==> src/rtl/eeprom_host_pkg.sv <==
package eeprom_host_pkg;

  // Request codes on req_op
  typedef enum logic [2:0] {
    OP_READ  = 3'd0,
    OP_WRITE = 3'd1,
    OP_ERASE = 3'd2,
    OP_PGMEN = 3'd3,
    OP_PGMDS = 3'd4,
    OP_CLRALL = 3'd5,
    OP_FILLALL = 3'd6,
    OP_SPARE = 3'd7
  } host_op_e;

  // Controller states
  typedef enum logic [2:0] {
    S_IDLE = 3'd0,
    S_LO   = 3'd1,
    S_HI   = 3'd2,
    S_TAIL = 3'd3,
    S_GAP  = 3'd4,
    S_POLL = 3'd5
  } ctl_state_e;

  // Device opcode field values
  localparam logic [1:0] DEVOP_READ = 2'b10;
  localparam logic [1:0] DEVOP_WRITE = 2'b01;
  localparam logic [1:0] DEVOP_ERASE = 2'b11;
  localparam logic [1:0] DEVOP_SPECIAL = 2'b00;

  // Selector in the top address bits for opcode 00
  localparam logic [1:0] SEL_PGMEN = 2'b11;
  localparam logic [1:0] SEL_PGMDS = 2'b00;
  localparam logic [1:0] SEL_CLRALL = 2'b10;
  localparam logic [1:0] SEL_FILLALL = 2'b01;

endpackage

==> src/rtl/eeprom_host_frame.sv <==
module eeprom_host_frame
  import eeprom_host_pkg::*;
#(
  parameter int AW = 6,
  parameter int DW = 16,
  localparam int CMD_BITS = 3 + AW,
  localparam int FRAME_W = CMD_BITS + DW,
  localparam int LEN_W = $clog2(FRAME_W + 1)
) (
  input  logic [2:0]         op,
  input  logic [AW-1:0]      addr,
  input  logic [DW-1:0]      wdata,
  output logic [FRAME_W-1:0] word,
  output logic [LEN_W-1:0]   nbits,
  output logic               is_read,
  output logic               needs_poll
);

  host_op_e      op_e;
  logic [1:0]    devop;
  logic [AW-1:0] fld;
  logic          carries_data;

  assign op_e = host_op_e'(op);

  always_comb begin
    devop        = DEVOP_SPECIAL;
    fld          = {SEL_PGMDS, {(AW-2){1'b0}}};
    carries_data = 1'b0;
    is_read      = 1'b0;
    needs_poll   = 1'b0;
    case (op_e)
      OP_READ: begin
        devop        = DEVOP_READ;
        fld          = addr;
        carries_data = 1'b1;
        is_read      = 1'b1;
      end
      OP_WRITE: begin
        devop        = DEVOP_WRITE;
        fld          = addr;
        carries_data = 1'b1;
        needs_poll   = 1'b1;
      end
      OP_ERASE: begin
        devop      = DEVOP_ERASE;
        fld        = addr;
        needs_poll = 1'b1;
      end
      OP_PGMEN: fld = {SEL_PGMEN, {(AW-2){1'b0}}};
      OP_CLRALL: begin
        fld        = {SEL_CLRALL, {(AW-2){1'b0}}};
        needs_poll = 1'b1;
      end
      OP_FILLALL: begin
        fld          = {SEL_FILLALL, {(AW-2){1'b0}}};
        carries_data = 1'b1;
        needs_poll   = 1'b1;
      end
      default: fld = {SEL_PGMDS, {(AW-2){1'b0}}};
    endcase
  end

  always_comb begin
    word  = {1'b1, devop, fld, (carries_data && !is_read) ? wdata : {DW{1'b0}}};
    nbits = carries_data ? LEN_W'(FRAME_W) : LEN_W'(CMD_BITS);
  end

endmodule

==> src/rtl/eeprom_host_cnt.sv <==
module eeprom_host_cnt #(
  parameter int W = 4
) (
  input  logic         clk,
  input  logic         rst_n,
  input  logic         clr,
  input  logic         inc,
  output logic [W-1:0] q
);

  logic [W-1:0] q_nxt;

  always_comb begin
    q_nxt = q;
    if (clr)      q_nxt = '0;
    else if (inc) q_nxt = q + 1'b1;
  end

  always_ff @(posedge clk or negedge rst_n) begin
    if (!rst_n) q <= '0;
    else        q <= q_nxt;
  end

endmodule

==> src/rtl/eeprom_host.sv <==
module eeprom_host
  import eeprom_host_pkg::*;
#(
  parameter int DIV_HALF = 2,
  parameter int T_CSL = 5,
  parameter int POLL_LIMIT = 200,
  parameter int AW = 6,
  parameter int DW = 16
) (
  input  logic          clk,
  input  logic          rst_n,
  input  logic          req_valid,
  input  logic [2:0]    req_op,
  input  logic [AW-1:0] req_addr,
  input  logic [DW-1:0] req_wdata,
  output logic          req_ready,
  output logic          done,
  output logic [DW-1:0] rd_data,
  output logic          timeout_err,
  output logic          cs,
  output logic          sclk,
  output logic          sdo,
  input  logic          sdi
);

  localparam int CMD_BITS = 3 + AW;
  localparam int FRAME_W = CMD_BITS + DW;
  localparam int LEN_W = $clog2(FRAME_W + 1);
  localparam int HC_W = $clog2(DIV_HALF + 1);
  localparam int GC_W = $clog2(T_CSL + 1);
  localparam int PC_W = $clog2(POLL_LIMIT + 1);

  // Reset: asynchronous assertion, synchronous release
  logic [1:0] rst_sync;
  logic       rst_int_n;

  always_ff @(posedge clk or negedge rst_n) begin
    if (!rst_n) rst_sync <= 2'b00;
    else        rst_sync <= {rst_sync[0], 1'b1};
  end
  assign rst_int_n = rst_sync[1];

  // Frame builder
  logic [FRAME_W-1:0] f_word;
  logic [LEN_W-1:0]   f_len;
  logic               f_rd;
  logic               f_poll;

  eeprom_host_frame #(.AW(AW), .DW(DW)) u_frame (
    .op         (req_op),
    .addr       (req_addr),
    .wdata      (req_wdata),
    .word       (f_word),
    .nbits      (f_len),
    .is_read    (f_rd),
    .needs_poll (f_poll)
  );

  // State
  ctl_state_e         state, state_nxt;
  logic [FRAME_W-1:0] shreg, shreg_nxt;
  logic [LEN_W-1:0]   idx, idx_nxt;
  logic [LEN_W-1:0]   nbits, nbits_nxt;
  logic               rd_op, rd_op_nxt;
  logic               pgm_op, pgm_op_nxt;
  logic               polled, polled_nxt;
  logic [DW-1:0]      rd_shift, rd_shift_nxt;
  logic [DW-1:0]      rd_data_nxt;
  logic               done_nxt, err_nxt;
  logic               cs_nxt, sclk_nxt, sdo_nxt;

  // Timers
  logic [HC_W-1:0] hq;
  logic [GC_W-1:0] gq;
  logic [PC_W-1:0] pq;
  logic            in_bits;
  logic            half_done;
  logic            gap_done;
  logic            poll_expired;

  assign in_bits = (state == S_LO) || (state == S_HI) || (state == S_TAIL);

  eeprom_host_cnt #(.W(HC_W)) u_half (
    .clk   (clk),
    .rst_n (rst_int_n),
    .clr   (half_done || !in_bits),
    .inc   (in_bits),
    .q     (hq)
  );

  eeprom_host_cnt #(.W(GC_W)) u_gap (
    .clk   (clk),
    .rst_n (rst_int_n),
    .clr   (state != S_GAP),
    .inc   (state == S_GAP),
    .q     (gq)
  );

  eeprom_host_cnt #(.W(PC_W)) u_poll (
    .clk   (clk),
    .rst_n (rst_int_n),
    .clr   (state != S_POLL),
    .inc   (state == S_POLL),
    .q     (pq)
  );

  assign half_done    = in_bits && (hq == HC_W'(DIV_HALF - 1));
  assign gap_done     = (state == S_GAP) && (gq == GC_W'(T_CSL - 1));
  assign poll_expired = (pq == PC_W'(POLL_LIMIT - 1));
  assign req_ready    = (state == S_IDLE);

  // Next-state logic
  always_comb begin
    state_nxt    = state;
    shreg_nxt    = shreg;
    idx_nxt      = idx;
    nbits_nxt    = nbits;
    rd_op_nxt    = rd_op;
    pgm_op_nxt   = pgm_op;
    polled_nxt   = polled;
    rd_shift_nxt = rd_shift;
    rd_data_nxt  = rd_data;
    done_nxt     = 1'b0;
    err_nxt      = timeout_err;
    cs_nxt       = cs;
    sclk_nxt     = sclk;
    sdo_nxt      = sdo;

    case (state)
      S_IDLE: begin
        if (req_valid) begin
          shreg_nxt  = f_word;
          nbits_nxt  = f_len;
          rd_op_nxt  = f_rd;
          pgm_op_nxt = f_poll;
          polled_nxt = 1'b0;
          err_nxt    = 1'b0;
          idx_nxt    = '0;
          cs_nxt     = 1'b1;
          sclk_nxt   = 1'b0;
          sdo_nxt    = f_word[FRAME_W-1];
          state_nxt  = S_LO;
        end
      end
      S_LO: begin
        if (half_done) begin
          sclk_nxt  = 1'b1;
          state_nxt = S_HI;
        end
      end
      S_HI: begin
        if (half_done) begin
          sclk_nxt = 1'b0;
          if (rd_op && (idx >= LEN_W'(CMD_BITS)))
            rd_shift_nxt = {rd_shift[DW-2:0], sdi};
          if (idx == nbits - 1'b1) begin
            sdo_nxt   = 1'b0;
            state_nxt = S_TAIL;
            if (rd_op) rd_data_nxt = {rd_shift[DW-2:0], sdi};
          end else begin
            idx_nxt   = idx + 1'b1;
            shreg_nxt = shreg << 1;
            sdo_nxt   = shreg[FRAME_W-2];
            state_nxt = S_LO;
          end
        end
      end
      S_TAIL: begin
        if (half_done) begin
          cs_nxt    = 1'b0;
          state_nxt = S_GAP;
        end
      end
      S_GAP: begin
        if (gap_done) begin
          if (pgm_op && !polled) begin
            cs_nxt    = 1'b1;
            state_nxt = S_POLL;
          end else begin
            done_nxt  = 1'b1;
            state_nxt = S_IDLE;
          end
        end
      end
      S_POLL: begin
        if (sdi) begin
          cs_nxt     = 1'b0;
          polled_nxt = 1'b1;
          state_nxt  = S_GAP;
        end else if (poll_expired) begin
          cs_nxt     = 1'b0;
          polled_nxt = 1'b1;
          err_nxt    = 1'b1;
          state_nxt  = S_GAP;
        end
      end
      default: state_nxt = S_IDLE;
    endcase
  end

  // Registers
  always_ff @(posedge clk or negedge rst_int_n) begin
    if (!rst_int_n) begin
      state       <= S_IDLE;
      shreg       <= '0;
      idx         <= '0;
      nbits       <= '0;
      rd_op       <= 1'b0;
      pgm_op      <= 1'b0;
      polled      <= 1'b0;
      rd_shift    <= '0;
      rd_data     <= '0;
      done        <= 1'b0;
      timeout_err <= 1'b0;
      cs          <= 1'b0;
      sclk        <= 1'b0;
      sdo         <= 1'b0;
    end else begin
      state       <= state_nxt;
      shreg       <= shreg_nxt;
      idx         <= idx_nxt;
      nbits       <= nbits_nxt;
      rd_op       <= rd_op_nxt;
      pgm_op      <= pgm_op_nxt;
      polled      <= polled_nxt;
      rd_shift    <= rd_shift_nxt;
      rd_data     <= rd_data_nxt;
      done        <= done_nxt;
      timeout_err <= err_nxt;
      cs          <= cs_nxt;
      sclk        <= sclk_nxt;
      sdo         <= sdo_nxt;
    end
  end

endmodule

==> config.mk <==
export PLATFORM = sky130hd
export DESIGN_NAME = eeprom_host
export DESIGN_NICKNAME = d
export VERILOG_FILES = /design/src/rtl/eeprom_host_pkg.sv /design/src/rtl/eeprom_host_frame.sv /design/src/rtl/eeprom_host_cnt.sv /design/src/rtl/eeprom_host.sv
export SDC_FILE = /design/constraint.sdc
export NUM_CORES = 1
export LEC_CHECK = 0
export ABC_AREA = 1
export BUFFER_PORTS_ARGS = -buffer_cell sky130_fd_sc_hd__buf_2
export CAP_MARGIN = 5
export CORE_ASPECT_RATIO = 0.7
export CORE_MARGIN = 10
export CORE_UTILIZATION = 24
export CTS_CLUSTER_DIAMETER = 150
export DETAILED_ROUTE_END_ITERATION = 6
export PLACE_DENSITY = 0.38
export SYNTH_ARGS = -nofsm -noshare
export SYNTH_HDL_FRONTEND = slang
export SYNTH_HIERARCHICAL = 1
export SYNTH_SLANG_ARGS = --single-unit
export TNS_END_PERCENT = 50
==> constraint.sdc <==
create_clock -name clk -period 3.1 [get_ports clk]
set_clock_uncertainty 0.15 [all_clocks]
set_input_delay 0.155 -clock clk [delete_from_list [all_inputs] [get_ports clk]]
set_output_delay 0.155 -clock clk [all_outputs]
set_load 0.01 [all_outputs]
# Yosys cells after proc, flatten, opt, wreduce, memory -nomap -nowiden
# Cells that the tools add are included.
# word_totals
regBits	91
input_bits	29
out_inout_bits	22
word_cells	135
# classes
n_addsub	5
magnitude_cmp	1
n_eq_ne	26
n_mux	52
reduce_logical	33
# ops
cell	count
$mux 24	3
$pmux 24 s2	1
$mux 3	10
$pmux 6 s4	1
$mux 5	4
$mux 1	19
$ne 2x2->1 const B	9
$pmux 3 s6	1
$mux 16	1
$mux 8	2
$reduce_and 4->1	4
$eq 3x3->1 const B	5
$eq 3x2->1 const B	4
$reduce_and 6->1	2
$pmux 5 s2	1
$reduce_bool 2->1	5
$ne 3x3->1 const B	3
$reduce_and 3->1	3
$add 8x1->8 const B	1
$eq 8x8->1 const B	1
$eq 3x1->1 const B	2
$logic_not 3->1	2
$mux 2	3
$pmux 1 s2	3
18 further kinds	27

# Depth between registers and ports, before layout
# logic_depth
ltp_word	7
depth_mapped	16
ltp_nobuf	14

# By module
# The synthesis kept the hierarchy.
# modules_own_cells
mod	n_inst	cells_per_inst	area_per_inst_um2	seq_area_each_um2
eeprom_host	1	496	3839.9	1951.9
eeprom_host_cnt at u_poll	1	60	467.9	200.2
eeprom_host_frame	1	70	307.8	0.0
eeprom_host_cnt at u_gap	1	17	142.6	75.1
eeprom_host_cnt at u_half	1	11	86.3	50.0

# Worst setup path before layout
# No wires, ideal clock.
# synth_timing
kind	reg2reg
from	register nbits[0]
to	register idx[4]
setup_ps	115
arrival_time_ps	1586
required_time_ps	2835
slack_ps	1249
path_stages_with_launch	16
n_path_buf	2
synth_period_minus_slack_ps	1851
cell_sequence	dfrtp_1 > inv_1 > ha_1 > inv_1 > nand2_1 > nand2_1 > nor2_1 > nand2_1 > nor2_2 > nand2_2 > nand2_2 > nand2_4 > buf_6 > buf_6 > nand3_1 > nand2_2
# synth_via
elab_chain_cells	4
# synth_lines
item	line	text
start: declaration	eeprom_host.sv:63	logic [LEN_W-1:0] nbits, nbits_nxt;
start signal: assignment	eeprom_host.sv:222	nbits <= nbits_nxt;
$sub 5x1->5	eeprom_host.sv:156	if (idx == nbits - 1'b1) begin
$eq 5x5->1	eeprom_host.sv:156	
$ne 2x2->1 (no line)	n/a	
$reduce_and 4->1 (no line)	n/a	
end signal: assignment	eeprom_host.sv:221	idx <= idx_nxt;
end: declaration	eeprom_host.sv:62	logic [LEN_W-1:0] idx, idx_nxt;
# No other way between the ends.
# A chain may end at the register's enable or synchronous reset.

# Final worst setup path
# layout_timing
from	register nbits[0]
to	register shreg[10]
# layout_via
elab_chain_cells	4
# layout_lines
item	line	text
$sub 5x1->5	eeprom_host.sv:156	
$eq 5x5->1	eeprom_host.sv:156	
$ne 2x2->1 (no line)	n/a	
$reduce_and 4->1 (no line)	n/a	
end signal: assignment	eeprom_host.sv:220	shreg <= shreg_nxt;
end: declaration	eeprom_host.sv:61	logic [FRAME_W-1:0] shreg, shreg_nxt;
# No other way between the ends.

==> qor.txt <==
FLOORPLANNING
-----------------------------------------------------------------------------------------------
Number of placement rows                                                                     43
Vertical die dimension                                                                   139 um
Area of the core region                                                              19800 um^2
DIE AREA                                                                             26400 um^2
Initial core utilization                                                                  0.245
Die Wd                                                                                   190 um
Top Ports                                                                                    51

YOSYS
-----------------------------------------------------------------------------------------------
#FFs+latches synth                                                                           91
Fraction of the mapped netlist area in adder cells                                       0.0129
Area share of the leading cell type in the synthesized netlist                            0.470
Synth Instances                                                                             654
Area share of xor/xnor cells in the synthesized design                                  0.00181
Mux cell area share after synthesis                                                           0
Seq/Total Area, Yosys                                                                     0.470
Cell area after synthesis                                                             4840 um^2
Number of synthesis warnings                                                                  6
Dominant combinational cell family by area after synthesis                         simple AND/OR/NAND/NOR gates
Top cells by count, synth                                                          sky130_fd_sc_hd__nand2_1 (224), sky130_fd_sc_hd__dfrtp_1 (91), sky130_fd_sc_hd__inv_1 (75)
Most used flip-flop cell after synthesis                                           sky130_fd_sc_hd__dfrtp_1
Yosys top cell by area                                                             sky130_fd_sc_hd__dfrtp_1
Simple-Gate Fraction of Synth Area                                                        0.335
Dominant cell by count in the synthesized netlist                                  sky130_fd_sc_hd__nand2_1
Main area contributors after synthesis                                             sky130_fd_sc_hd__dfrtp_1 (47%), sky130_fd_sc_hd__nand2_1 (17%), sky130_fd_sc_hd__inv_1 (5.8%), sky130_fd_sc_hd__nand3_1 (4.9%), sky130_fd_sc_hd__nor2_1 (4.8%)
Number of enable-type register cells in the synthesized netlist                               0
Post-synth ARST share                                                                      1.00
Number of distinct library cells after synthesis                                             32
Fraction of the mapped netlist area in compound gates                                    0.0669
Mean post-synth cell area                                                             7.41 um^2

FINISH
-----------------------------------------------------------------------------------------------
Area Overhead vs Synth                                                                    16.0%
Post-route core utilization                                                               0.284
Total non-filler cell area in the finished layout                                     5620 um^2
Fraction of final layout cells sized beyond drive strength 1                              0.154
Non-filler instance count after layout                                                      970
Number of nets in the finished design                                                       729
Antenna diode instance count                                                                  0

TIMING
-----------------------------------------------------------------------------------------------
Worst-case headroom to the max-slew limit                                                 0.420
Final-report max-slew violation count                                                         0
RSZ-0062 raised after global routing                                                      false
Shortest clock period the worst path allows after layout                                2.37 ns
Worst-case setup margin in the final layout                                            0.727 ns
Hold violation count in the final report                                                      0
Sum of negative setup slack                                                                0 ns
Fmax                                                                                    421 MHz
Final critical-path share of the clock period                                             0.766
Final setup violation count                                                                   0
Slew at the pin with the worst max-slew slack                                          0.868 ns

PLACEMENT
-----------------------------------------------------------------------------------------------
Post-DP Area                                                                          5270 um^2
Number of buffers added on ports                                                             50
Final HPWL DP                                                                           8090 um
Minimum setup slack after placement                                                    0.713 ns
Placed cells                                                                                951
Routability-driven placement congestion ratio                                             0.842

DRT
-----------------------------------------------------------------------------------------------
DR DRC count                                                                                  0
Routed Wire Length                                                                     11900 um
Antenna viol nets, final                                                                      0
Routed via count divided by cell count                                                     4.12
Number of DRC violations after detailed-routing iteration 0                                 274
1st-pass router iterations                                                                    5
WL/cell                                                                                 12.3 um
Total number of vias                                                                       3993

GLOBAL ROUTE
-----------------------------------------------------------------------------------------------
Vias in the first global route                                                             3954
Global-route wire length before repair                                                 20000 um
Leftover overflow at the end of global routing                                                0
All-Layer GR Usage                                                                       0.0933
Maximum number of pins on one net before global-route repair                                 54
Number of antenna violations at the first check in global routing                             0

CTS
-----------------------------------------------------------------------------------------------
Number of sinks driven by the clock tree                                                     91
Number of H-tree levels                                                                       3
CTS max path bufs                                                                             2
Number of resized instances in the post-cts repair step                                       0
Later-pin clock latency in the skew report                                              0.35 ns
# Post-CTS Setup Buffers                                                                      0
Clock tree from TritonCTS                                                                   yes
Number of hold-repair buffers added at the cts stage                                          3
Clock input transition at the sequential cells of the worst setup and hold paths        0.06 ns
CTS Root Cell                                                                      sky130_fd_sc_hd__clkbuf_16
Clock buffer count from CTS                                                                   9

MIN PATH
-----------------------------------------------------------------------------------------------
Min-delay src                                                                      req_wdata[0]
Worst Hold Class                                                                   primary input to flip-flop

CRITICAL PATH
-----------------------------------------------------------------------------------------------
Cell occurring most often along the worst timing path                              sky130_fd_sc_hd__nand2_1
Startpoint of the most critical setup path                                         nbits[0]$_DFFE_PN0P_
Largest stage delay on the critical path                                                0.39 ns
Critical Path Fanout Max                                                                     29
Required time at the endpoint of the critical path                                      3.19 ns
Startpoint of the most critical register-to-register path                          nbits[0]$_DFFE_PN0P_
Element type at the critical path end                                                 flip-flop
Critical path launch point type                                                       flip-flop
WP data arrival                                                                         2.46 ns
Worst-path cell chain                                                              inv_1 > ha_1 > inv_1 > nand2_1 > nand2_1 > nor2_1 > nand2_1 > nor2_2 > nand2_2 > nand2_2 > nand2_4 > nand2_4 > nand2_1 > nand2_1
Slowest cell on crit path                                                          sky130_fd_sc_hd__dfrtp_1
Type of the setup path with the least slack                                        flip-flop to flip-flop

POWER AND IR DROP
-----------------------------------------------------------------------------------------------
Leakage power                                                                           2.94 nW
Worst IR drop on VDD                                                                 0.000291 V
Areal power density over the cells                                                  733 nW/um^2

FLOW RUN
-----------------------------------------------------------------------------------------------
MaxCap Viol Count                                                                             0

STATUS
-----------------------------------------------------------------------------------------------
Run status                                                                            completed

flip-flops by register name, summed over array words and instances (netlist names), 2 cells and up:
signal and cells:
u_half/q 2, u_gap/q 3, nbits 5, u_poll/q 8, state 3, idx 5, shreg 24, rd_shift 15
rst_sync 2, rd_data 16
per-layer routing:
metal	vias up	routed length [um]	GRT usage
li1	2088	-	-
met1	1839	5880	0.123
met2	56	5400	0.142
met3	10	479	0.0261
met4	0	176	0.0346
met5	-	0	0
per-stage QoR:
stage	hold WS, ns	total power (W)
CTS	0.0330	0.00418
finish	0.0306	0.00412
detailed placement	-0.207	0.00294
floorplan	-0.291	0.00270
global route	0.0376	0.00443
global placement	-0.210	0.00293
power by group:
part           internal, W  switching (W)
sequential         0.00143       0.000176
combinational     0.000402       0.000911
clock             0.000726       0.000475
critical path, delay by kind of cell, from the launching register on:
| family | cells | cell delay (ns) |
|---|---|---|
| buffers and inverters | 2 | 0.20 |
| DFF | 1 | 0.39 |
| adders and majority gates | 1 | 0.26 |
| and+or+nand+nor | 11 | 1.25 |
layout by cell type, fill, tap and decap left out, types with 6 or more instances in the layout:
cell type                   count
sky130_fd_sc_hd__a21oi_1        7
sky130_fd_sc_hd__buf_2         50
sky130_fd_sc_hd__clkbuf_16      9
sky130_fd_sc_hd__conb_1         6
sky130_fd_sc_hd__dfrtp_1       90
sky130_fd_sc_hd__inv_1         75
sky130_fd_sc_hd__inv_2          7
sky130_fd_sc_hd__nand2_1      224
sky130_fd_sc_hd__nand2_2       17
sky130_fd_sc_hd__nand3_1       47
sky130_fd_sc_hd__nor2_1        62
sky130_fd_sc_hd__o21ai_0       32
sky130_fd_sc_hd__o21ai_1       21
layout make-up:
class / count / area, um^2
Fill cell: 2219 / 14200
Sequential cell: 91 / 2280
Multi-Input combinational cell: 453 / 2040
Tap cell: 270 / 338
Timing Repair Buffer: 58 / 330
Inverter: 82 / 308
Clock buffer: 11 / 243
Clock inverter: 5 / 77.6
path summary, 6_finish.rpt:
kind	depth (start not counted)	to	slack, ns
setup / recovery	14	shreg[10]$_DFFE_PN0P_	0.73
max in group asynchronous	1	rd_shift[12]$_DFFE_PN0P_	1.86
min in group asynchronous	0	rd_shift[9]$_DFFE_PN0P_	0.26
hold reg to reg	0	rst_sync[1]$_DFF_PN0_	0.21
hold / removal	5	shreg[0]$_DFFE_PN0P_	0.03
setup reg to reg	14	shreg[10]$_DFFE_PN0P_	0.73
cell families (layout without fill, tap and decap cells):
logic type,count (synthesis),count (layout)
AND/OR/NAND/NOR,378,378
buffers and inverters,113,156
flip-flops,91,91
AO/OA/AOI/OAI,63,63
adder cells (fa/ha/maj),5,5
other,3,6
XOR/XNOR,1,1
Power figures use the tool's default switching activity.
